--- src/rtl/pwr_seq_pkg.sv ---
package pwr_seq_pkg;
  parameter int CMD_W = 4;
  parameter int VER_W = 4;
  parameter int OFF_W = 12;
  parameter int DAT_W = 8;
  parameter int IDX_W = 6;

  localparam logic [CMD_W-1:0] OP_READ  = 4'd0;
  localparam logic [CMD_W-1:0] OP_WRITE = 4'd1;
  localparam logic [CMD_W-1:0] OP_POLL  = 4'd2;
  localparam logic [CMD_W-1:0] OP_DELAY = 4'd3;
  localparam logic [CMD_W-1:0] OP_END   = 4'd4;

  typedef struct packed {
    logic [CMD_W-1:0] cmd;
    logic [VER_W-1:0] fabMask;
    logic [VER_W-1:0] cutMask;
    logic [VER_W-1:0] intfMask;
    logic             localSpace;
    logic [OFF_W-1:0] offset;
    logic [DAT_W-1:0] mask;
    logic [DAT_W-1:0] value;
  } seq_entry_t;

  localparam int ENTRY_W = $bits(seq_entry_t);

  // strobes from control to datapath
  typedef struct packed {
    logic clrSeq;
    logic latchEntry;
    logic capRead;
    logic incIdx;
    logic incPoll;
    logic loadDelay;
    logic loadGap;
    logic cntDec;
  } seq_strobe_t;
endpackage

--- src/rtl/pwr_seq_datapath.sv ---
module pwr_seq_datapath
  import pwr_seq_pkg::*;
#(
  parameter int CYC_PER_US = 50,
  parameter int GAP_US     = 10,
  parameter int POLL_LIMIT = 5000
) (
  input  logic               clk,
  input  logic               rst_n,
  input  seq_strobe_t        stb,
  input  logic [ENTRY_W-1:0] tblData,
  input  logic [VER_W-1:0]   fabVer,
  input  logic [VER_W-1:0]   cutVer,
  input  logic [VER_W-1:0]   intfVer,
  input  logic [DAT_W-1:0]   busRdata,
  output logic [IDX_W-1:0]   tblAddr,
  output seq_entry_t         cur,
  output logic               fMatch,
  output logic [CMD_W-1:0]   fCmd,
  output logic               fDelayZero,
  output logic               pollOver,
  output logic               pollHit,
  output logic               cntLast,
  output logic [DAT_W-1:0]   busWdata
);
  localparam int MS_MULT = 1000;
  localparam int MAX_DLY = ((2 ** OFF_W) - 1) * MS_MULT * CYC_PER_US;
  localparam int DLY_W   = $clog2(MAX_DLY + 1);
  localparam int GAP_CYC = GAP_US * CYC_PER_US;
  localparam int PCNT_W  = $clog2(POLL_LIMIT + 2) + 1;
  localparam int NFIELD  = 3;

  seq_entry_t         fetched;
  seq_entry_t         curR;
  logic [IDX_W-1:0]   idx;
  logic [DAT_W-1:0]   rdReg;
  logic [PCNT_W-1:0]  pollCnt;
  logic [DLY_W-1:0]   dlyCnt;
  logic [DLY_W-1:0]   unitCyc;
  logic [DLY_W-1:0]   fDelayCyc;
  logic [VER_W-1:0]   selMask [NFIELD];
  logic [VER_W-1:0]   selVer  [NFIELD];
  logic [NFIELD-1:0]  fieldHit;

  assign fetched = seq_entry_t'(tblData);

  assign selMask[0] = fetched.fabMask;
  assign selMask[1] = fetched.cutMask;
  assign selMask[2] = fetched.intfMask;
  assign selVer[0]  = fabVer;
  assign selVer[1]  = cutVer;
  assign selVer[2]  = intfVer;

  for (genvar g = 0; g < NFIELD; g++) begin : gFilter
    assign fieldHit[g] = |(selMask[g] & selVer[g]);
  end

  assign fMatch     = &fieldHit;
  assign fCmd       = fetched.cmd;
  assign fDelayZero = (fetched.offset == '0);

  always_comb begin
    unitCyc   = (fetched.value == '0) ? DLY_W'(CYC_PER_US) : DLY_W'(MS_MULT * CYC_PER_US);
    fDelayCyc = DLY_W'(fetched.offset) * unitCyc;
  end

  always_ff @(posedge clk or negedge rst_n) begin
    if (!rst_n) begin
      idx     <= '0;
      pollCnt <= '0;
      curR    <= '0;
      rdReg   <= '0;
      dlyCnt  <= '0;
    end else begin
      if (stb.clrSeq) begin
        idx     <= '0;
        pollCnt <= '0;
      end else begin
        if (stb.incIdx)  idx     <= idx + 1'b1;
        if (stb.incPoll) pollCnt <= pollCnt + 1'b1;
      end
      if (stb.latchEntry) curR  <= fetched;
      if (stb.capRead)    rdReg <= busRdata;
      if (stb.loadDelay)      dlyCnt <= fDelayCyc;
      else if (stb.loadGap)   dlyCnt <= DLY_W'(GAP_CYC);
      else if (stb.cntDec)    dlyCnt <= dlyCnt - 1'b1;
    end
  end

  assign tblAddr  = idx;
  assign cur      = curR;
  assign pollOver = pollCnt > PCNT_W'(POLL_LIMIT);
  assign pollHit  = (rdReg & curR.mask) == (curR.value & curR.mask);
  assign cntLast  = (dlyCnt <= DLY_W'(1));
  assign busWdata = (rdReg & ~curR.mask) | (curR.value & curR.mask);
endmodule

--- src/rtl/pwr_seq_control.sv ---
module pwr_seq_control
  import pwr_seq_pkg::*;
(
  input  logic             clk,
  input  logic             rst_n,
  input  logic             start,
  input  logic             fMatch,
  input  logic [CMD_W-1:0] fCmd,
  input  logic             fDelayZero,
  input  logic [CMD_W-1:0] curCmd,
  input  logic             pollOver,
  input  logic             pollHit,
  input  logic             cntLast,
  input  logic             busAck,
  output seq_strobe_t      stb,
  output logic             busReq,
  output logic             busWe,
  output logic             done,
  output logic             pass
);
  typedef enum logic [2:0] {
    S_IDLE, S_FETCH, S_READ, S_WRITE, S_CHECK, S_WAIT
  } state_e;

  state_e state, nxt;
  logic   finOk, finFail;

  always_comb begin
    stb     = '0;
    nxt     = state;
    finOk   = 1'b0;
    finFail = 1'b0;
    case (state)
      S_IDLE: begin
        if (start) begin
          stb.clrSeq = 1'b1;
          nxt        = S_FETCH;
        end
      end
      S_FETCH: begin
        if (!fMatch) begin
          stb.incIdx = 1'b1;
        end else begin
          case (fCmd)
            OP_WRITE, OP_POLL: begin
              stb.latchEntry = 1'b1;
              nxt            = S_READ;
            end
            OP_DELAY: begin
              if (fDelayZero) begin
                stb.incIdx = 1'b1;
              end else begin
                stb.latchEntry = 1'b1;
                stb.loadDelay  = 1'b1;
                nxt            = S_WAIT;
              end
            end
            OP_END: begin
              finOk = 1'b1;
              nxt   = S_IDLE;
            end
            default: stb.incIdx = 1'b1;
          endcase
        end
      end
      S_READ: begin
        if (busAck) begin
          stb.capRead = 1'b1;
          nxt         = (curCmd == OP_POLL) ? S_CHECK : S_WRITE;
        end
      end
      S_WRITE: begin
        if (busAck) begin
          stb.incIdx = 1'b1;
          nxt        = S_FETCH;
        end
      end
      S_CHECK: begin
        if (pollOver) begin
          finFail = 1'b1;
          nxt     = S_IDLE;
        end else begin
          stb.incPoll = 1'b1;
          if (pollHit) begin
            stb.incIdx = 1'b1;
            nxt        = S_FETCH;
          end else begin
            stb.loadGap = 1'b1;
            nxt         = S_WAIT;
          end
        end
      end
      S_WAIT: begin
        if (cntLast) begin
          if (curCmd == OP_POLL) begin
            nxt = S_READ;
          end else begin
            stb.incIdx = 1'b1;
            nxt        = S_FETCH;
          end
        end else begin
          stb.cntDec = 1'b1;
        end
      end
      default: nxt = S_IDLE;
    endcase
  end

  always_ff @(posedge clk or negedge rst_n) begin
    if (!rst_n) begin
      state <= S_IDLE;
      done  <= 1'b0;
      pass  <= 1'b0;
    end else begin
      state <= nxt;
      if (stb.clrSeq) begin
        done <= 1'b0;
        pass <= 1'b0;
      end else if (finOk) begin
        done <= 1'b1;
        pass <= 1'b1;
      end else if (finFail) begin
        done <= 1'b1;
        pass <= 1'b0;
      end
    end
  end

  assign busReq = (state == S_READ) || (state == S_WRITE);
  assign busWe  = (state == S_WRITE);
endmodule

--- src/rtl/pwr_seq_engine.sv ---
module pwr_seq_engine
  import pwr_seq_pkg::*;
#(
  parameter int CYC_PER_US = 50,
  parameter int GAP_US     = 10,
  parameter int POLL_LIMIT = 5000
) (
  input  logic               clk,
  input  logic               rst_n,
  input  logic               start,
  input  logic [VER_W-1:0]   fabVer,
  input  logic [VER_W-1:0]   cutVer,
  input  logic [VER_W-1:0]   intfVer,
  output logic [IDX_W-1:0]   tblAddr,
  input  logic [ENTRY_W-1:0] tblData,
  output logic               busReq,
  output logic               busWe,
  output logic               busLocal,
  output logic [OFF_W-1:0]   busAddr,
  output logic [DAT_W-1:0]   busWdata,
  input  logic [DAT_W-1:0]   busRdata,
  input  logic               busAck,
  output logic               done,
  output logic               pass
);
  seq_strobe_t      stb;
  seq_entry_t       cur;
  logic             fMatch, fDelayZero, pollOver, pollHit, cntLast;
  logic [CMD_W-1:0] fCmd;

  pwr_seq_control uCtrl (
    .clk(clk), .rst_n(rst_n), .start(start),
    .fMatch(fMatch), .fCmd(fCmd), .fDelayZero(fDelayZero),
    .curCmd(cur.cmd), .pollOver(pollOver), .pollHit(pollHit),
    .cntLast(cntLast), .busAck(busAck), .stb(stb),
    .busReq(busReq), .busWe(busWe), .done(done), .pass(pass)
  );

  pwr_seq_datapath #(
    .CYC_PER_US(CYC_PER_US), .GAP_US(GAP_US), .POLL_LIMIT(POLL_LIMIT)
  ) uData (
    .clk(clk), .rst_n(rst_n), .stb(stb), .tblData(tblData),
    .fabVer(fabVer), .cutVer(cutVer), .intfVer(intfVer),
    .busRdata(busRdata), .tblAddr(tblAddr), .cur(cur),
    .fMatch(fMatch), .fCmd(fCmd), .fDelayZero(fDelayZero),
    .pollOver(pollOver), .pollHit(pollHit), .cntLast(cntLast),
    .busWdata(busWdata)
  );

  assign busAddr  = cur.offset;
  assign busLocal = cur.localSpace;
endmodule

--- config.mk ---
export PLATFORM = sky130hd
export DESIGN_NAME = pwr_seq_engine
export DESIGN_NICKNAME = d
export VERILOG_FILES = /design/src/rtl/pwr_seq_pkg.sv /design/src/rtl/pwr_seq_datapath.sv /design/src/rtl/pwr_seq_control.sv /design/src/rtl/pwr_seq_engine.sv
export SDC_FILE = /design/constraint.sdc
export NUM_CORES = 1
export LEC_CHECK = 0
export BUFFER_PORTS_ARGS = -buffer_cell sky130_fd_sc_hd__buf_2
export CAP_MARGIN = 20
export CORE_ASPECT_RATIO = 1.25
export CORE_MARGIN = 1
export CORE_UTILIZATION = 40
export DETAILED_ROUTE_END_ITERATION = 8
export PLACE_DENSITY = 0.61
export RECOVER_POWER = 25
export SETUP_SLACK_MARGIN = 0.15
export SYNTH_ARGS = -nofsm -noshare
export SYNTH_HDL_FRONTEND = slang
export SYNTH_SLANG_ARGS = --single-unit
--- constraint.sdc ---
create_clock -name clk -period 3.2 [get_ports clk]
set_clock_uncertainty 0.1 [all_clocks]
set_input_delay 0.32 -clock clk [delete_from_list [all_inputs] [get_ports clk]]
set_output_delay 0.32 -clock clk [all_outputs]
set_load 0.02 [all_outputs]
# Word-level counts from Yosys, hierarchy flattened
# Cells that the tools add are included.
# W data, S select, Z words.
word_totals:
  reg_bits: 94
  inputBits: 69
  word_cells: 115
op_classes:
  n_reduce_logical: 15
  n_addsub: 3
  bitwise_logic: 8
  mul: 1
  order_cmp: 2
  n_mux: 56
  eq_ne: 18
op_table:
  columns: ["operator", "count"]
  rows:
  - ["$mux W28", 3]
  - ["$mux W1", 32]
  - ["$le A28 B1 Y1 const B", 1]
  - ["$mul A12 B28 Y28", 1]
  - ["$mux W14", 2]
  - ["$sub A28 B1 Y28 const B", 1]
  - ["$mux W3", 9]
  - ["$and A8 B8 Y8", 3]
  - ["$pmux W3 S6", 1]
  - ["$mux W16", 1]
  - ["$add A14 B1 Y14 const B", 1]
  - ["$gt A14 B13 Y1 const B", 1]
  - ["$and A4 B4 Y4", 3]
  - ["$eq A4 B2 Y1 const B", 3]
  - ["$logic_not A12 Y1", 1]
  - ["$mux W6", 2]
  - ["$reduce_or A4 Y1", 3]
  - ["$pmux W3 S3", 1]
  - ["$eq A8 B8 Y1", 1]
  - ["$logic_not A8 Y1", 1]
  - ["$not A8 Y8", 1]
  - ["$or A8 B8 Y8", 1]
  - ["$reduce_and A7 Y1", 1]
  - ["$add A6 B1 Y6 const B", 1]
  - ["19 further kinds", 28]

# Depth between registers and ports, before layout
logic_depth:
  ltp_word: 7
  depth_mapped: 23

# Cells and area by module
# A second synthesis with hierarchy kept.
hier_totals:
  hier_cells: 902
  hier_area_um2: 8787.2
modules_own_cells:
  columns: ["module", "seq_area_each_um2", "area_each_um2", "instances", "cells_per_inst"]
  rows:
  - ["pwr_seq_datapath", 2527.4, 8274.2, 1, 836]
  - ["pwr_seq_control", 125.1, 513.0, 1, 66]

# Least setup slack after synthesis
# No wires, ideal clock.
synth_path:
  path_kind: "input-to-reg"
  start: "input tblData[1]"
  end: "register uData.dlyCnt[26]"
  n_path_buf: 2
  slack_ns: -2.435
  cell_stages: 19
  arrival_ns: 5.434
  path_cell_list: "nor4_1 -> nand2_1 -> clkbuf_1 -> and2_1 -> fa_1 -> inv_1 -> fa_1 -> inv_1 -> fa_1 -> fa_1 -> fa_1 -> ha_1 -> clkbuf_1 -> nand2_1 -> or4_1 -> a21oi_1 -> o21ai_0 -> and3_1 -> o32ai_1"
synth_via:
  elab_chain_len: 4
synth_rtl:
  columns: ["item", "line_no", "rtl"]
  rows:
  - ["start: declaration", "pwr_seq_engine.sv:15", "input logic [ENTRY_W-1:0] tblData,"]
  - ["$logic_not A8 Y1", "pwr_seq_datapath.sv:63", "unitCyc = (fetched.value == '0) ? DLY_W'(CYC_PER_US) : DLY_W'(MS_MULT * CYC_PER_US);"]
  - ["$mux W16", "pwr_seq_datapath.sv:63", null]
  - ["$mul A12 B28 Y28", "pwr_seq_datapath.sv:64", "fDelayCyc = DLY_W'(fetched.offset) * unitCyc;"]
  - ["$mux W28", "pwr_seq_datapath.sv:84", "if (stb.loadDelay) dlyCnt <= fDelayCyc;"]
  - ["end signal: assignment", "pwr_seq_datapath.sv:84", null]
  - ["end signal: assignment", "pwr_seq_datapath.sv:85", "else if (stb.loadGap) dlyCnt <= DLY_W'(GAP_CYC);"]
  - ["end signal: assignment", "pwr_seq_datapath.sv:86", "else if (stb.cntDec) dlyCnt <= dlyCnt - 1'b1;"]
  - ["end: declaration", "pwr_seq_datapath.sv:38", "logic [DLY_W-1:0] dlyCnt;"]
# Every way passes these cells.
# A chain may end at the register's enable or synchronous reset.

# Final worst setup path
layout_path:
  start: "input tblData[0]"
  end: "register uData.dlyCnt[23]"
# Same word-level chain as after synthesis.

==> results by group <==
Status
  – Run status: complete, but fails checks
  – Failing checks: setup timing

Synthesis
  – Post-synthesis register bit count: 94
  – Synth async-reset ratio: 100.0%
  – Top-count cell post-synth: inv_1
  – Cell taking the most area after synthesis: dfrtp_1
  – Yosys top cell area share: 28.04%
  – Unique masters post-synth: 71
  – Synth Flop Type: dfrtp_1
  – Top cells by count, synth: 118 x inv_1, 96 x ha_1, 94 x dfrtp_1, 53 x nor2_1, 47 x mux2_2
  – Mapped Area: 8388 sq um
  – Synth warn: 0
  – Syn_area_per_cell: 9.608 sq um
  – Mapped Cells: 873
  – EDFF count, synth: 0
  – Sequential share of the synthesized area: 28.04%
  – Synth top area cells: dfrtp_1 28%, ha_1 14%, fa_1 11%

STA
  – Tcrit/Tclk final: 161.8%
  – Setup TNS after final layout: -32760 ps
  – Min Tclk post-route: 5178 ps
  – Fin. Hold Viols: 0
  – RSZ-0062 raised after global routing: yes
  – Relative slew slack: 9.809%
  – Final Setup Violations: 21
  – Worst slew pin tran: 1353 ps
  – FMAX: 193.1 MHz
  – Fin. max-slew vios: 0
  – Hold Worst Slack: 91.18 ps
  – Fin worst setup slack: -1978 ps

Route
  – Vias: 7110
  – ANT nets after route: 0
  – Vias per Instance: 5.156
  – DR WL met2: 11430 um
  – Drt total wl: 21390 um
  – Highest metal used: met4
  – Detailed Routing Iterations Pass 1: 4
  – DR WL/cell: 15.51 um
  – Wire length on met1: 8950 um
  – Met3 WL: 648 um
  – Initial DRC count: 319
  – DR DRC count: 0

CTS
  – TritonCTS clock tree: built
  – CTS sink cnt: 94
  – CTS Root Cell: clkbuf_16
  – Clock transition at path regs: 80 ps
  – CTS Buf Count: 9
  – Worst-Skew Late Latency: 360 ps
  – CTS max path bufs: 2
  – H-tree Lvls: 3

Setup path
  – CP Launch Type: primary input
  – Required time of the critical path: 3330 ps
  – Crit-path max FO: 5
  – Crit path DAT: 5310 ps
  – Worst path most repeated cell: fa_1
  – Critical path's slowest cell: fa_1
  – Slowest stage delay, CP: 550 ps
  – Cell family with most CP delay: adder cells
  – CP Capture Type: flop
  – R2R cell count: 7
  – Crit-path cells: buf_8 -> nor4_4 -> buf_6 -> and2_4 -> nand2_4 -> fa_1 -> inv_2 -> ha_4 -> fa_1 -> fa_1 -> inv_2 -> fa_1 -> inv_2 -> ha_4 -> a21o_1 -> buf_4 -> buf_6 -> a211oi_4 -> o31ai_4 -> o21ai_4 -> o21bai_1 -> a211oi_1 -> o22ai_1
  – CP Buf/Inv Count: 7
  – Setup CP Type: primary input to flop
  – Crit path depth: 23

GRT
  – All-layer global routing usage: 19.79%
  – Global-route wire length before repair: 34330 um
  – Initial antenna violation count: 0
  – Total gr overflow: 0
  – Vias in the first global route: 7158
  – Largest net degree at the start of global routing: 52

Placement
  – HPWL Detailed: 16330 um
  – PortBufs: 99
  – Gpl congestion: 0.8488
  – Placed insts: 1342

Finish
  – Non-filler cells, final: 1379
  – Post-layout nets: 1315
  – Layout cells sized above 1: 39.40%
  – Ant. Diodes: 0
  – Syn-to-layout area delta: 35.02%
  – Post-Route Utilization: 55.74%

Die
  – Row count: 58
  – Die Span Y: 163.9 um
  – Core area: 20320 sq um
  – IO Pins: 100
  – Die area: 21560 sq um
  – Initial Util: 41.28%
  – Die W: 131.5 um

Pwr
  – Power, Total: 8376 uW
  – Worst VDD drop: 0.0004201 V
  – P_leak: 0.005542 uW
  – Pwr/cell area: 739.5 nW/um^2

Run
  – Max Cap Viol: 0

Worst hold path
  – Hold-critical path depth: 2
  – Worst hold path class: primary input to flop
placed cells by master, fill, tap and decap left out, drive strengths merged, types with 3 or more instances in the layout:
| cell type | netlist | routed |
|---|---|---|
| clkbuf | 15 | 10 |
| and2 | 10 | 10 |
| dfrtp | 94 | 94 |
| inv | 118 | 122 |
| o31ai | 5 | 5 |
| o21ai | 24 | 24 |
| or3b | 3 | 3 |
| mux2i | 6 | 6 |
| a21oi | 38 | 38 |
| nand4 | 10 | 10 |
| a21o | 8 | 8 |
| nor4 | 12 | 12 |
| o22ai | 7 | 7 |
| a32oi | 3 | 3 |
| and3 | 29 | 29 |
| nand2b | 8 | 8 |
| and4 | 3 | 3 |
| nand3b | 4 | 4 |
| nor2b | 4 | 4 |
| nand3 | 14 | 14 |
| or3 | 6 | 6 |
| o211ai | 6 | 6 |
| ha | 96 | 96 |
| nand2 | 41 | 41 |
| a22oi | 12 | 12 |
| nor2 | 53 | 53 |
| or2 | 4 | 4 |
| o21bai | 9 | 9 |
| mux2 | 48 | 48 |
| conb | 1 | 4 |
| xnor2 | 22 | 22 |
| a31oi | 10 | 10 |
| buf | 21 | 251 |
| a221oi | 4 | 4 |
| or4 | 6 | 6 |
| nor3 | 16 | 16 |
| fa | 46 | 46 |
| xor2 | 28 | 28 |
| o21a | 3 | 3 |
metal layers:
layer	GRT usage (%)	vias to the layer above
met1	23.70	3485
met2	37.04	122
li1	-	3479
met4	5.233	0
met3	2.623	24
met5	0	-
worst register-to-register path: cells and delay by family, from the launching register on:
family | cells | cell delay, ps
AO/OA/AOI/OAI | 2 | 370
flip-flops | 1 | 400
AND/OR/NAND/NOR | 5 | 1990
layout make-up:
cell class	instances	area, sq um
Timing Repair Buffer	253	1773
Fill cell	1745	8994
Clock buffer	9	225.2
Multi-Input combinational cell	628	6107
Clock inverter	7	87.58
Sequential cell	94	2352
Inverter	118	442.9
Tap cell	270	337.8
through the flow:
stage                     setup slack (ps)  area [sq um]
after floorplan                      -1994          8630
after detailed placement             -2396         10280
after CTS                            -1935         10990
after global routing                 -2182         11330
after global placement               -2309         10280
final                                -1978         11330
sequential cells by signal, summed over array words and instances, names as in the netlist:
name	count
uData.pollCnt	14
uData.tblAddr	6
uCtrl.state	3
uCtrl.pass	1
uCtrl.done	1
uData.rdReg	8
uData.cur	33
uData.dlyCnt	28
worst paths after layout:
| path | start | to | slack [ps] |
|---|---|---|---|
| max | tblData[0] | uData.dlyCnt[23]$_DFFE_PN0P_ | -1980 |
| min | busRdata[5] | uData.rdReg[5]$_DFFE_PN0P_ | 90 |
| max reg2reg | uData.dlyCnt[8]$_DFFE_PN0P_ | uData.dlyCnt[12]$_DFFE_PN0P_ | 250 |
| min reg2reg | uData.cur[44]$_DFFE_PN0P_ | uData.cur[44]$_DFFE_PN0P_ | 400 |
| max in group asynchronous | rst_n | uData.cur[4]$_DFFE_PN0P_ | 1410 |
| min in group asynchronous | rst_n | uData.pollCnt[11]$_DFFE_PN0P_ | 700 |
where the power goes:
part	internal (uW)	switching, uW
combinational	2660	2680
clock	627	542
sequential	1570	301
total	4850	3520
logic make-up (layout without fill, tap and decap cells):
family | after synthesis | in the layout | synth area share (%)
AO/OA/AOI/OAI | 149 | 149 | 11.80
XOR/XNOR | 50 | 50 | 5.221
adder cells (fa/ha/maj) | 142 | 142 | 25.30
buffers and inverters | 154 | 387 | 7.652
flip-flops | 94 | 94 | 28.04
multiplexers | 54 | 54 | 7.160
other | 1 | 4 | 0.04471
AND/OR/NAND/NOR | 229 | 229 | 14.78
timing repair:
action | in CTS | in global routing
setup endpoints to repair | 22 | 26
gates resized for setup | 56 | 59
endpoints found under the hold margin | 50 | 0
hold buffers | 1 | 0
buffers inserted | 11 | 8
pin swaps | 27 | 51
gates cloned | 0 | 1
Power figures use the tool's default switching activity.
